[src/rtl/osc_wait_pkg.sv]
package osc_wait_pkg;

  typedef struct packed {
    logic [1:0] int_code;
    logic [1:0] hs_code;
    logic       rsvd;
    logic       int_en;
    logic       ls_en;
    logic       hs_en;
  } ctl_t;

  localparam logic [7:0] CTL_RESET = 8'h04;
  localparam logic [7:0] RSVD_MASK = 8'h08;

endpackage

[src/rtl/osc_ctl_reg.sv]
module osc_ctl_reg
  import osc_wait_pkg::*;
#(
  parameter int              ADDR_W   = 4,
  parameter logic [ADDR_W-1:0] REG_ADDR = 1
) (
  input  logic              clk,
  input  logic              rst_n,
  input  logic [ADDR_W-1:0] addr,
  input  logic              wr_en,
  input  logic [7:0]        wr_data,
  output ctl_t              ctl_q,
  output logic [7:0]        rd_data,
  output logic              addr_hit
);

  assign addr_hit = (addr == REG_ADDR);

  always_ff @(posedge clk or negedge rst_n) begin
    if (!rst_n) begin
      ctl_q <= ctl_t'(CTL_RESET);
    end else if (wr_en && addr_hit) begin
      ctl_q <= ctl_t'(wr_data & ~RSVD_MASK);
    end
  end

  assign rd_data = addr_hit ? ctl_q : 8'h00;

endmodule

[src/rtl/osc_stab_counter.sv]
module osc_stab_counter #(
  parameter int BASE_LOG2 = 3
) (
  input  logic       clk,
  input  logic       rst_n,
  input  logic       run,
  input  logic       tick,
  input  logic [1:0] code,
  output logic       ready
);

  localparam int MAX_LOG2 = BASE_LOG2 + 3;
  localparam int CNT_W    = MAX_LOG2 + 1;
  localparam logic [CNT_W-1:0] ONE  = CNT_W'(1);
  localparam logic [CNT_W-1:0] LEN3 = ONE << BASE_LOG2;
  localparam logic [CNT_W-1:0] LEN2 = ONE << (BASE_LOG2 + 1);
  localparam logic [CNT_W-1:0] LEN1 = ONE << (BASE_LOG2 + 2);
  localparam logic [CNT_W-1:0] LEN0 = ONE << MAX_LOG2;

  logic             started;
  logic [1:0]       code_q;
  logic [CNT_W-1:0] cnt;
  logic [CNT_W-1:0] target;
  logic             rdy_q;

  always_comb begin
    unique case (code_q)
      2'd3:    target = LEN3;
      2'd2:    target = LEN2;
      2'd1:    target = LEN1;
      default: target = LEN0;
    endcase
  end

  always_ff @(posedge clk or negedge rst_n) begin
    if (!rst_n) begin
      started <= 1'b0;
      code_q  <= 2'd0;
      cnt     <= '0;
      rdy_q   <= 1'b0;
    end else if (!run) begin
      started <= 1'b0;
      cnt     <= '0;
      rdy_q   <= 1'b0;
    end else if (!started) begin
      started <= 1'b1;
      code_q  <= code;
      cnt     <= '0;
    end else if (!rdy_q && tick) begin
      cnt <= cnt + ONE;
      if (cnt == target - ONE) rdy_q <= 1'b1;
    end
  end

  assign ready = rdy_q;

endmodule

[src/rtl/osc_ls_ready.sv]
module osc_ls_ready (
  input  logic clk,
  input  logic rst_n,
  input  logic run,
  input  logic tick,
  output logic ready
);

  logic rdy_q;

  always_ff @(posedge clk or negedge rst_n) begin
    if (!rst_n)       rdy_q <= 1'b0;
    else if (!run)    rdy_q <= 1'b0;
    else if (tick)    rdy_q <= 1'b1;
  end

  assign ready = rdy_q;

endmodule

[src/rtl/osc_wait_ctrl.sv]
module osc_wait_ctrl
  import osc_wait_pkg::*;
#(
  parameter int                ADDR_W        = 4,
  parameter logic [ADDR_W-1:0] REG_ADDR      = 1,
  parameter int                INT_BASE_LOG2 = 3,
  parameter int                HS_BASE_LOG2  = 7
) (
  input  logic              clk,
  input  logic              rst_n,
  input  logic [ADDR_W-1:0] addr,
  input  logic              wr_en,
  input  logic [7:0]        wr_data,
  output logic [7:0]        rd_data,
  input  logic              sleep,
  input  logic              int_tick,
  input  logic              hs_tick,
  input  logic              ls_tick,
  output logic              int_ready,
  output logic              hs_ready,
  output logic              ls_ready,
  output logic              cpu_release
);

  ctl_t ctl_q;
  logic addr_hit;
  logic hs_en_w;
  logic int_run, hs_run, ls_run;
  logic rel_q;

  osc_ctl_reg #(.ADDR_W(ADDR_W), .REG_ADDR(REG_ADDR)) u_reg (
    .clk(clk), .rst_n(rst_n), .addr(addr), .wr_en(wr_en), .wr_data(wr_data),
    .ctl_q(ctl_q), .rd_data(rd_data), .addr_hit(addr_hit)
  );

  assign hs_en_w = ctl_q.hs_en;
  assign int_run = ctl_q.int_en & ~sleep;
  assign hs_run  = ctl_q.hs_en  & ~sleep;
  assign ls_run  = ctl_q.ls_en  & ~sleep;

  osc_stab_counter #(.BASE_LOG2(INT_BASE_LOG2)) u_int_wait (
    .clk(clk), .rst_n(rst_n), .run(int_run), .tick(int_tick),
    .code(ctl_q.int_code), .ready(int_ready)
  );

  osc_stab_counter #(.BASE_LOG2(HS_BASE_LOG2)) u_hs_wait (
    .clk(clk), .rst_n(rst_n), .run(hs_run), .tick(hs_tick),
    .code(ctl_q.hs_code), .ready(hs_ready)
  );

  osc_ls_ready u_ls (
    .clk(clk), .rst_n(rst_n), .run(ls_run), .tick(ls_tick), .ready(ls_ready)
  );

  // CPU hold: set once the internal source is first ready, cleared only by reset
  always_ff @(posedge clk or negedge rst_n) begin
    if (!rst_n) rel_q <= 1'b0;
    else        rel_q <= rel_q | int_ready;
  end

  assign cpu_release = rel_q;

endmodule

[config.mk]
export PLATFORM = sky130hd
export DESIGN_NAME = osc_wait_ctrl
export DESIGN_NICKNAME = d
export VERILOG_FILES = /design/src/rtl/osc_wait_pkg.sv /design/src/rtl/osc_ctl_reg.sv /design/src/rtl/osc_stab_counter.sv /design/src/rtl/osc_ls_ready.sv /design/src/rtl/osc_wait_ctrl.sv
export SDC_FILE = /design/constraint.sdc
export NUM_CORES = 1
export LEC_CHECK = 0
export BUFFER_PORTS_ARGS = -buffer_cell sky130_fd_sc_hd__buf_2
export CELL_PAD_IN_SITES_DETAIL_PLACEMENT = 0
export CELL_PAD_IN_SITES_GLOBAL_PLACEMENT = 1
export CORE_MARGIN = 2
export CORE_UTILIZATION = 43
export DETAILED_ROUTE_END_ITERATION = 12
export GPL_TIMING_DRIVEN = 0
export PLACE_DENSITY = 0.82
export SLEW_MARGIN = 20
export SYNTH_ARGS = -nofsm -noshare
export SYNTH_HDL_FRONTEND = slang
export SYNTH_HIERARCHICAL = 1
export SYNTH_SLANG_ARGS = --single-unit
[constraint.sdc]
create_clock -name clk -period 1.7 [get_ports clk]
set_input_delay 0.34 -clock clk [delete_from_list [all_inputs] [get_ports clk]]
set_output_delay 0.34 -clock clk [all_outputs]
set_load 0.03 [all_outputs]
Word-level counts from Yosys, hierarchy flattened
Cells that the tools add are included. Widths: inputs -> output; s select.

Word-level logic and storage cells: 74. Register bits after elaboration: 35. Output and inout bits: 12. Bits of input ports: 19.

Bitwise gates (word level): 7. Eq/ne operators: 18. Add/sub/neg operators: 4. Reduce and logical (&&, ||, !) cells: 9. Mux-type cells: 21.

Operator list (number): $mux 11 (3); $pmux 11 s3 (1); $mux 7 (3); $pmux 7 s3 (1); $ne 2x2->1 const B (7); $mux 1 (12); $add 11x1->11 const B (1); $eq 11x11->1 (1); $sub 11x1->11 const B (1); $eq 2x2->1 const B (4); $mux 8 (1); $add 7x1->7 const B (1); $eq 7x7->1 (1); $sub 7x1->7 const B (1); $ne 3x3->1 const B (2); $reduce_and 3->1 (2); $eq 2x1->1 const B (2); $eq 4x1->1 const B (1); $reduce_and 2->1 (2); $and 1x1->1 (3); $logic_and 1x1->1 (3); $not 1->1 (3); $logic_not 1->1 (2); $or 1x1->1 (1).

Depth between registers and ports, before layout
Gate-level depths: netlist of the first run.

Depth after elaboration: 8. Mapped depth: 5.

Modules after synthesis
The synthesis of the first run kept the hierarchy.

Modules (own cells, without submodules): osc_stab_counter at u_hs_wait (times used 1, cells an instance 74, area each 782.0 sq um, seq. area each 375.4 sq um); osc_stab_counter at u_int_wait (times used 1, cells an instance 51, area each 555.5 sq um, seq. area each 275.3 sq um); osc_ctl_reg (times used 1, cells an instance 26, area each 361.6 sq um, seq. area each 176.4 sq um); osc_wait_ctrl (times used 1, cells an instance 5, area each 50.0 sq um, seq. area each 25.0 sq um); osc_ls_ready (times used 1, cells an instance 2, area each 32.5 sq um, seq. area each 25.0 sq um).

Worst setup path before layout of the first run
No wires, ideal clock.

Path type: reg2reg. From: register, netlist name u_reg/ctl_q[2]. To: register u_int_wait.rdy_q (netlist: u_int_wait/ready). Cell stages (with the launch flop): 5. Slack: 0.158 ns. Arrival: 1.432 ns. Period minus slack after synthesis: 1.542 ns. Setup time: 0.110 ns. Required time: 1.590 ns. Cells stage by stage: dfstp_2 > nor2b_1 > nand2_1 > or2_0 > o41ai_1.

Longest elaborated chain between the ends: 3. Elaborated cells on any way between the ends: 6. Classes of those cells: eq/ne (3); mux (1); bitwise (1); reduce/logical (1).

RTL lines: $and 1x1->1 (*) (RTL line osc_wait_ctrl.sv:37) `assign int_run = ctl_q.int_en & ~sleep;`; named net int_run (RTL line osc_wait_ctrl.sv:28) `logic int_run, hs_run, ls_run;`; $ne 2x2->1 (no source line); $reduce_and 3->1 (no source line); end signal, assigned (RTL line osc_stab_counter.sv:40) `rdy_q <= 1'b0;`; end signal, assigned (RTL line osc_stab_counter.sv:44) `rdy_q <= 1'b0;`; end signal, assigned (RTL line osc_stab_counter.sv:51) `if (cnt == target - ONE) rdy_q <= 1'b1;`; end, declared (RTL line osc_stab_counter.sv:24) `logic rdy_q;`.

The timed path passes the listed nets; every way through them passes the cells marked *. A chain may end at the register's enable or synchronous reset.

Worst setup path after layout of the first run
From: register u_hs_wait.cnt[0]. To: register u_hs_wait.cnt[10].

Longest elaborated chain between the ends: 4.

RTL lines: start, declared (RTL line osc_stab_counter.sv:22) `logic [CNT_W-1:0] cnt;`; start signal, assigned (RTL line osc_stab_counter.sv:50) `cnt <= cnt + ONE;`; $add 11x1->11 (RTL line osc_stab_counter.sv:50); $mux 11 (RTL line osc_stab_counter.sv:49) `end else if (!rdy_q && tick) begin`; $mux 11 (RTL line osc_stab_counter.sv:45) `end else if (!started) begin`; $mux 11 (RTL line osc_stab_counter.sv:41) `end else if (!run) begin`.

Every way passes these cells. The select of a mux whose other input is x is not followed.

==> flow_summary_export.csv, run 1 <==
group,metric,value,unit
outcome,status,"complete, no violations",
floorplan,die_x,68.2,um
drt,met3_length,197,um
clocking,cts.sinks,35,
global_routing,antenna_found_initial,0,
global_routing,grt.total_usage,17.2,%
logic_synthesis,synth_nets,178,
clocking,numCtsBuffers,5,
cells_and_area,nNetsFinal,215,
worst_setup_path,cp-start-kind,"register",
global_routing,grt-ovfl-total,0,
logic_synthesis,syn_area_per_cell,11.3,um2
clocking,cts_tree,"yes",
floorplan,fp.coreArea,3970,um2
power,p_comb_share,14.7,%
power,leakage,0.000963,uW
logic_synthesis,synthCells,157,
floorplan,ios,31,
sta,worst_slew_pin_slew,0.766,ns
power,switching_share,25.3,%
drt,met2_length,1.65,mm
drt,m1WireLength,1.47,mm
worst_setup_path,end_kind,"register",
clocking,cts_root_buf,"clkbuf_8",
power,ir_drop,450,uV
drt,routedWlPerCell,13.8,um
worst_setup_path,cp_data_required_time,1.90,ns
power,p_per_area,900,nW/um2
power,p_switching,476,uW
drt,drc,0,
clocking,cts_hold_buf,0,
sta,hold_violations,0,
placed_design,io_buffers,28,
worst_setup_path,critPathKind,"register to register",
cells_and_area,final_util,52.7,%
floorplan,die_area,4660,um2
floorplan,initial_core_util,44.7,%
cells_and_area,antenna_cells,0,
global_routing,grt_pass1_vias,1393,
drt,top_layer,"met4",
sta,slew_viol_final,0,
floorplan,floorplan.rows,23,
drt,dr.pass1.iters,4,
placed_design,dp_hpwl,2.42,mm
worst_setup_path,arrival,1.77,ns
global_routing,grt_start_max_net_pins,36,
sta,min_period_over_period,92.6,%
power,power,1880,uW
hold_path,hp-class,"input pin to asynchronous set/reset pin",
drt,ant_nets,0,
sta,fin_skew,0.00351,ns
logic_synthesis,ys_warn_count,6,
cells_and_area,area_growth,17.9,%
power,p_clk_share,31.4,%
drt,via_count,1341,
worst_setup_path,cp_max_fo,9,
flow_run,cap_violations,0,
drt,wirelength,3.37,mm
clocking,cts_buffer_depth,2,
placed_design,place.gp.congestion,0.777,
power,seq_power_share,54.0,%
drt,vias_per_cell,5.50,
clocking,clk_pin_slew,0.07,ns
drt,dr.first_iter.drc_count,81,
logic_synthesis,synth_area,1770,um2
sta,rsz0062_at_grt,"no",
floorplan,die_y,68.2,um
sta,clock.fmax,635,MHz
sta,relSlewSlack,48.9,%
cells_and_area,layout-drive-gt1-share,36.6,%
sta,report.final.setup_viol,0,
clocking,clkLatencyLatePin,0.28,ns
sta,min_period,1.57,ns
power,p_int,1410,uW
global_routing,grt_pass1_wl,5.95,mm
clocking,cts_htree_levels,2,
-- path summary, 6_finish.rpt --
path / slack, ns / startpoint / endpoint / cells after the start
max: 0.13 / u_hs_wait/cnt[0] / u_hs_wait/cnt[10] / 4
min: 0.13 / rst_n / u_int_wait/cnt[5] / 1
max reg2reg: 0.13 / u_hs_wait/cnt[0] / u_hs_wait/cnt[10] / 4
min reg2reg: 0.46 / cpu_release / cpu_release / 1
max in group asynchronous: 1.08 / rst_n / u_int_wait/cnt[2] / 1
min in group clk: 0.28 / ls_tick / u_ls/ready / 2
-- state kept, by name, indices dropped and copies added, names as in the netlist --
register,cells
u_hs_wait/cnt,11
u_int_wait/started,1
u_reg/ctl_q,7
u_ls/ready,1
u_int_wait/cnt,7
u_hs_wait/ready,1
cpu_release,1
u_int_wait/ready,1
u_hs_wait/code_q,2
u_int_wait/code_q,2
u_hs_wait/started,1
-- per-stage QoR --
stage | hold slack (ns) | worst slack (ns) | instance area, um2 | TNS [ns] | instances
finish | 0.133 | 0.126 | 2090 | 0 | 244
global route | 0.197 | 0.0161 | 2090 | 0 | 244
CTS | 0.162 | 0.0210 | 2070 | 0 | 242
detailed placement | 0.449 | -0.0909 | 1980 | -0.0909 | 235
global placement | 0.443 | -0.00983 | 1980 | -0.00983 | 235
floorplan | 0.0444 | 0.158 | 1770 | 0 | 157
-- cell usage in the layout, fill, tap and decap left out, drive strengths merged, types with 4 or more instances in the layout --
cell type,n
dfrtp,34
buf,32
mux2,11
nand2,10
a21oi,9
nor2,7
and2,7
clkbuf,7
nor2b,7
nand3,6
or3,6
mux2i,5
o21ai,5
o31ai,4
or4,4
nor4bb,4
or2,4
-- final cells by class --
type	instances	area (um2)
Fill cell	355	1880
Clock buffer	6	82.6
Timing Repair Buffer	30	155
Clock inverter	1	5.00
Inverter	3	11.3
Multi-Input combinational cell	116	876
Tap cell	50	62.6
Buffer	3	22.5
Sequential cell	35	877
-- critical path: stages, from the launching register on --
cell,delay (ns)
dfrtp_1,0.39
ha_1,0.19
nand4b_2,0.23
or4_1,0.52
a21oi_1,0.17
-- power groups by stage --
stage	Combinational, uW	Sequential [uW]	Clock [uW]
after floorplan	192	1010	0
after global placement	257	1020	0
after detailed placement	271	1030	0
after CTS	272	1020	616
after global routing	308	1030	655
final	276	1020	590
-- per-layer routing --
| metal | track usage, % | vias up |
|---|---|---|
| li1 | - | 641 |
| met1 | 20.5 | 651 |
| met2 | 29.1 | 43 |
| met3 | 4.44 | 6 |
| met4 | 7.50 | 0 |
| met5 | 0 | - |
-- repair_timing --
item / in CTS / in global routing
endpoints found under the setup margin: 1 / 9
pin swaps: 0 / 1
gates resized for setup: 1 / 3
setup buffers: 0 / 2
Power figures use the tool's default switching activity.
==> run 2, diff against run 1 <==
ABC_AREA = 1   (was default)
CORE_UTILIZATION = 41   (was 43)
PLACE_DENSITY = 0.83   (was 0.82)
==> run 2 against run 1 <==
Highest routed layer unchanged. Via count grew 20%. Register-to-register slack better by 0.17 ns. Synthesized cell count is 61% higher. Clock skew down 0.00079 ns.
==> flow_summary_export.csv, run 2 <==
group,metric,value,unit
cells_and_area,area_growth,15.6,%
worst_setup_path,cp_max_fo,3,
power,ir_drop,382,uV
worst_setup_path,cp-start-kind,"register",
floorplan,die_area,5250,um2
flow_run,cap_violations,0,
global_routing,grt-ovfl-total,0,
sta,slew_viol_final,0,
logic_synthesis,synthCells,252,
clocking,post_cts_resized,0,
cells_and_area,largest_register_ff_count,11,
power,power,2020,uW
worst_setup_path,critPathKind,"register to output pin",
global_routing,grt.total_usage,15.4,%
floorplan,initial_core_util,43.2,%
placed_design,io_buffers,27,
global_routing,grt_util_met2,22.4,%
floorplan,die_y,72.5,um
drt,vias_per_cell,4.75,
floorplan,floorplan.rows,24,
clocking,cts_hold_buf,0,
clocking,cts_htree_levels,2,
clocking,cts_root_buf,"clkbuf_8",
drt,drc,0,
sta,hold_slack,0.133,ns
placed_design,place_ws,0.292,ns
sta,relSlewSlack,48.1,%
global_routing,grt_pass1_wl,6.33,mm
worst_setup_path,cp_data_required_time,1.36,ns
drt,dr.pass1.iters,4,
placed_design,place.gp.congestion,0.783,
global_routing,top_usage_layer,"met1",
sta,min_period_over_period,87.2,%
drt,wirelength,3.52,mm
floorplan,ios,31,
logic_synthesis,synth_area,1920,um2
cells_and_area,final_util,50.0,%
sta,min_period,1.48,ns
clocking,cts_buffer_depth,2,
sta,rsz0062_at_grt,"no",
global_routing,grt_start_max_net_pins,36,
drt,via_count,1610,
clocking,cts_tree,"yes",
sta,report.final.setup_viol,0,
cells_and_area,final_common_cell,"nand2_1",
global_routing,met3_usage,4.17,%
clocking,clkLatencyLatePin,0.28,ns
power,p_per_area,908,nW/um2
worst_setup_path,arrival,1.14,ns
clocking,clk_pin_slew,0.07,ns
cells_and_area,final_cell_mix,"nand2_1, inv_1, dfrtp_1",
logic_synthesis,synth_nets,273,
sta,finalWorstSetupSlack,0.217,ns
cells_and_area,reg_top3,"u_hs_wait/cnt: 11 flops, u_int_wait/cnt: 7 flops, u_reg/ctl_q: 7 flops",
logic_synthesis,syn_area_per_cell,7.63,um2
sta,fin_skew,0.00272,ns
clocking,cts.sinks,35,
floorplan,die_x,72.5,um
clocking,post_cts_buffers,0,
drt,routedWlPerCell,10.4,um
global_routing,grt_pass1_vias,1429,
power,leakage,0.00115,uW
drt,ant_nets,0,
clocking,numCtsBuffers,5,
drt,dr.first_iter.drc_count,57,
sta,clock.fmax,674,MHz
cells_and_area,antenna_cells,0,
cells_and_area,nNetsFinal,307,
sta,worst_slew_pin_slew,0.778,ns
sta,tns,0,ns
global_routing,use_met1,22.5,%
global_routing,antenna_found_initial,0,
sta,hold_violations,0,
cells_and_area,layout-drive-gt1-share,19.5,%
floorplan,fp.coreArea,4440,um2
hold_path,hp-class,"input pin to asynchronous set/reset pin",
outcome,status,"complete, no violations",
placed_design,dp_hpwl,2.64,mm
worst_setup_path,end_kind,"output pin",
logic_synthesis,ys_warn_count,6,
cells_and_area,nFillCells,459,
cells_and_area,regMostFlops,"u_hs_wait/cnt",
run 2: worst paths after layout:
check	from	end	slack (ns)	cells after the start
min reg2reg	cpu_release	cpu_release	0.46	2
min	rst_n	cpu_release	0.13	1
max	u_reg/ctl_q[2]	rd_data[2]	0.22	3
min in group clk	wr_data[2]	u_reg/ctl_q[2]	0.28	3
max in group asynchronous	rst_n	u_hs_wait/cnt[4]	1.07	1
max reg2reg	u_reg/ctl_q[2]	u_int_wait/ready	0.30	8
run 2: power breakdown:
group	leakage [uW]	total, uW	internal, uW	switching (uW)
Combinational	0.000635	329	126	202
Sequential	0.000467	1030	937	89.7
Clock	0.0000515	662	370	292
run 2: through the flow:
stage               instance area (um2)  std cells
floorplan                          1920        252
global placement                   2120        331
detailed placement                 2120        331
CTS                                2220        339
global route                       2220        339
finish                             2220        339
run 2: critical path, cell delays in order (launching register included):
cell	delay, ns
dfstp_2	0.55
inv_1	0.04
nor2_1	0.08
buf_2	0.20
run 2: cell type report:
cell class	count	area [um2]	area share (%)
flip-flops and latches	35	877	39.5
multi-input cells	169	856	38.5
inverters	45	169	7.60
repair buffers	27	135	6.08
clock buffers	8	100	4.50
well taps	52	65.1	2.93
plain buffers	3	20.0	0.901
run 2: metal layers:
metal | up-vias | part of all wire (%)
met2 | 43 | 41
met4 | 0 | 0.88
li1 | 844 | -
met5 | - | 0
met1 | 719 | 53
met3 | 4 | 5.3
==> run 3, diff against run 2 <==
CORE_MARGIN = default   (was 2)
CORE_UTILIZATION = 37   (was 41)
GPL_TIMING_DRIVEN = default   (was 0)
PLACE_DENSITY = 0.79   (was 0.83)
clock period = 1.35 ns   (was 1.7 ns; I/O delays follow)
==> run 3 against run 2 <==
The run now ends with negative setup slack left. Sequential power increased by 26%. Core utilization is 1.4 points lower. First-iteration DRC count increased by 3.5%. Non-clock buffer count up 9. Clock skew is 0.0062 ns higher. Largest power group unchanged. Hold slack better by 0.065 ns. Clock power grew 24%. Count of clock-buffer cells in the layout down 2. Flip-flop and latch count unchanged. Power increased by 29%.
==> flow_summary_export.csv, run 3 (same netlist as run 2, synthesis figures left out) <==
group,metric,value,unit
global_routing,grt-ovfl-total,0,
hold_path,hp-class,"input pin to register",
sta,hold_slack,0.199,ns
worst_setup_path,cp_max_fo,2,
drt,dr.pass1.iters,4,
power,seq_power_share,49.9,%
drt,routedWlPerCell,9.94,um
clocking,clk_pin_slew,0.07,ns
power,p_switching,802,uW
outcome,violations,"negative setup slack",
clocking,clkLatencyLatePin,0.29,ns
worst_setup_path,cp-start-kind,"register",
power,p_per_area,1100,nW/um2
outcome,status,"finished with violations",
sta,fin_skew,0.00893,ns
clocking,cts_htree_levels,2,
flow_run,cap_violations,0,
floorplan,initial_core_util,39.6,%
power,leakage,0.00120,uW
sta,report.final.setup_viol,1,
clocking,cts.sinks,35,
drt,drc,0,
sta,slew_viol_final,0,
worst_setup_path,cp_common_cell,"buf_6",
sta,hold_violations,0,
global_routing,met3_usage,4.88,%
cells_and_area,final_util,48.6,%
worst_setup_path,r2r_cells,8,
placed_design,dpl-instance-area,2210,um2
power,ir_drop,820,uV
worst_setup_path,worstReg2RegEnd,"u_int_wait/cnt[4]",
floorplan,die_x,74.1,um
worst_setup_path,critPathKind,"register to output pin",
cells_and_area,largest_register_ff_count,11,
clocking,cts_tree,"yes",
global_routing,use_met1,20.2,%
worst_setup_path,arrival,1.17,ns
worst_setup_path,crit_start,"u_reg/ctl_q[2]",
global_routing,antenna_found_initial,0,
worst_setup_path,r2r_start,"u_reg/ctl_q[2]",
worst_setup_path,critPathBufInv,3,
drt,ant_nets,0,
sta,min_period,1.44,ns
power,p_int,1800,uW
sta,min_period_over_period,106,%
floorplan,die_y,74.1,um
placed_design,place_ws,-0.0128,ns
global_routing,grt_pass1_vias,1497,
drt,wirelength,3.61,mm
cells_and_area,area_growth,22.7,%
cells_and_area,nNetsFinal,316,
sta,rsz0062_at_grt,"yes",
drt,vias_per_cell,4.42,
cells_and_area,final_common_cell,"nand2_1",
drt,dr.first_iter.drc_count,59,
worst_setup_path,end_kind,"output pin",
cells_and_area,nFillCells,503,
cells_and_area,multi_input_area,873,um2
power,switching_share,30.9,%
placed_design,place.gp.congestion,0.749,
worst_setup_path,cp_data_required_time,1.08,ns
cells_and_area,layout-drive-gt1-share,24.0,%
power,p_clk_share,31.6,%
cells_and_area,antenna_cells,0,
worst_setup_path,cpPeakStageDelay,0.54,ns
clocking,cts_buffer_depth,2,
clocking,cts_root_buf,"clkbuf_8",
global_routing,grt_start_max_net_pins,36,
floorplan,ios,31,
cells_and_area,seq_area,877,um2
placed_design,dp_hpwl,2.77,mm
clocking,numCtsBuffers,5,
worst_setup_path,cpMaxStageDelayCell,"dfstp_2",
floorplan,fp.coreArea,4850,um2
cells_and_area,final_area,2360,um2
cells_and_area,final_cell_mix,"nand2_1, inv_1, dfrtp_1",
worst_setup_path,reg2reg_slack,0.11,ns
worst_setup_path,endpoint,"rd_data[2]",
global_routing,grt_pass1_wl,6.41,mm
worst_setup_path,cp_top_family,"flip-flops",
sta,finalWorstSetupSlack,-0.0851,ns
worst_setup_path,crit_chain,"buf_6 -> inv_2 -> nor2_2 -> buf_6",
global_routing,grt_util_met2,23.6,%
power,p_comb_share,18.5,%
floorplan,floorplan.rows,25,
worst_setup_path,worstSetupPathDepth,4,
floorplan,die_area,5490,um2
placed_design,io_buffers,28,
global_routing,grt.total_usage,15.5,%
cells_and_area,reg_top3,"u_hs_wait/cnt: 11 flops, u_int_wait/cnt: 7 flops, u_reg/ctl_q: 7 flops",
global_routing,top_usage_layer,"met2",
cells_and_area,regMostFlops,"u_hs_wait/cnt",
drt,via_count,1606,
sta,clock.fmax,697,MHz
## run 3: cell count changes in the layout (fill, tap and decap cells not counted), moves of 2 or more
cell	before	now
buf_4	2	10
nand2_2	2	4
buf_6	0	2
nor2_1	30	28
buf_2	27	24
nand2_1	70	68
## run 3: final cells by class
cell class / count / share of cell area [%]
Timing Repair Buffer: 39 / 10.8
Clock inverter: 2 / 0.690
Multi-Input combinational cell: 169 / 37.0
Inverter: 45 / 7.17
Sequential cell: 35 / 37.2
Tap cell: 67 / 3.56
Clock buffer: 6 / 3.50
## run 3: per-layer routing
layer | up-vias | share of wire, %
met2 | 34 | 43
met3 | 5 | 4.7
met1 | 697 | 51
met4 | 0 | 1.7
met5 | - | 0
li1 | 870 | -
## run 3: how the worst min path moves through the flow
stage	startpoint	to	depth (start not counted)
floorplan	rst_n	cpu_release	0
finish	wr_data[2]	u_reg/ctl_q[2]	3
global placement	rst_n	u_int_wait/cnt[5]	2
CTS	wr_data[2]	u_reg/ctl_q[2]	3
detailed placement	rst_n	u_int_wait/cnt[5]	2
global route	wr_data[2]	u_reg/ctl_q[2]	3
## run 3: timing repair
item                                    in CTS  in global routing
cloned                                       0                  0
pin swaps                                    1                  0
resized for setup                            4                 12
hold buffers                                 1                  0
endpoints found under the setup margin       5                 14
endpoints found under the hold margin       34                  0
setup buffers                                0                  1
## run 3: tightest hold or removal path: stages
cell and delay (ns):
buf_2 0.09, nand4_1 0.08, nand2_1 0.05
## run 3: stage by stage
stage / power (uW) / instances / setup TNS (ns)
after global routing: 2790 / 363 / -0.149
final: 2600 / 363 / -0.0851
after floorplan: 1600 / 252 / 0
after CTS: 2620 / 362 / -0.122
after global placement: 1760 / 353 / 0
after detailed placement: 1770 / 353 / -0.0128
## run 3: power groups by stage
stage	Combinational (uW)	Sequential, uW	Clock (uW)
floorplan	306	1290	0
detailed placement	458	1320	0
finish	480	1300	822
CTS	470	1300	855
global placement	449	1310	0
global route	571	1320	901
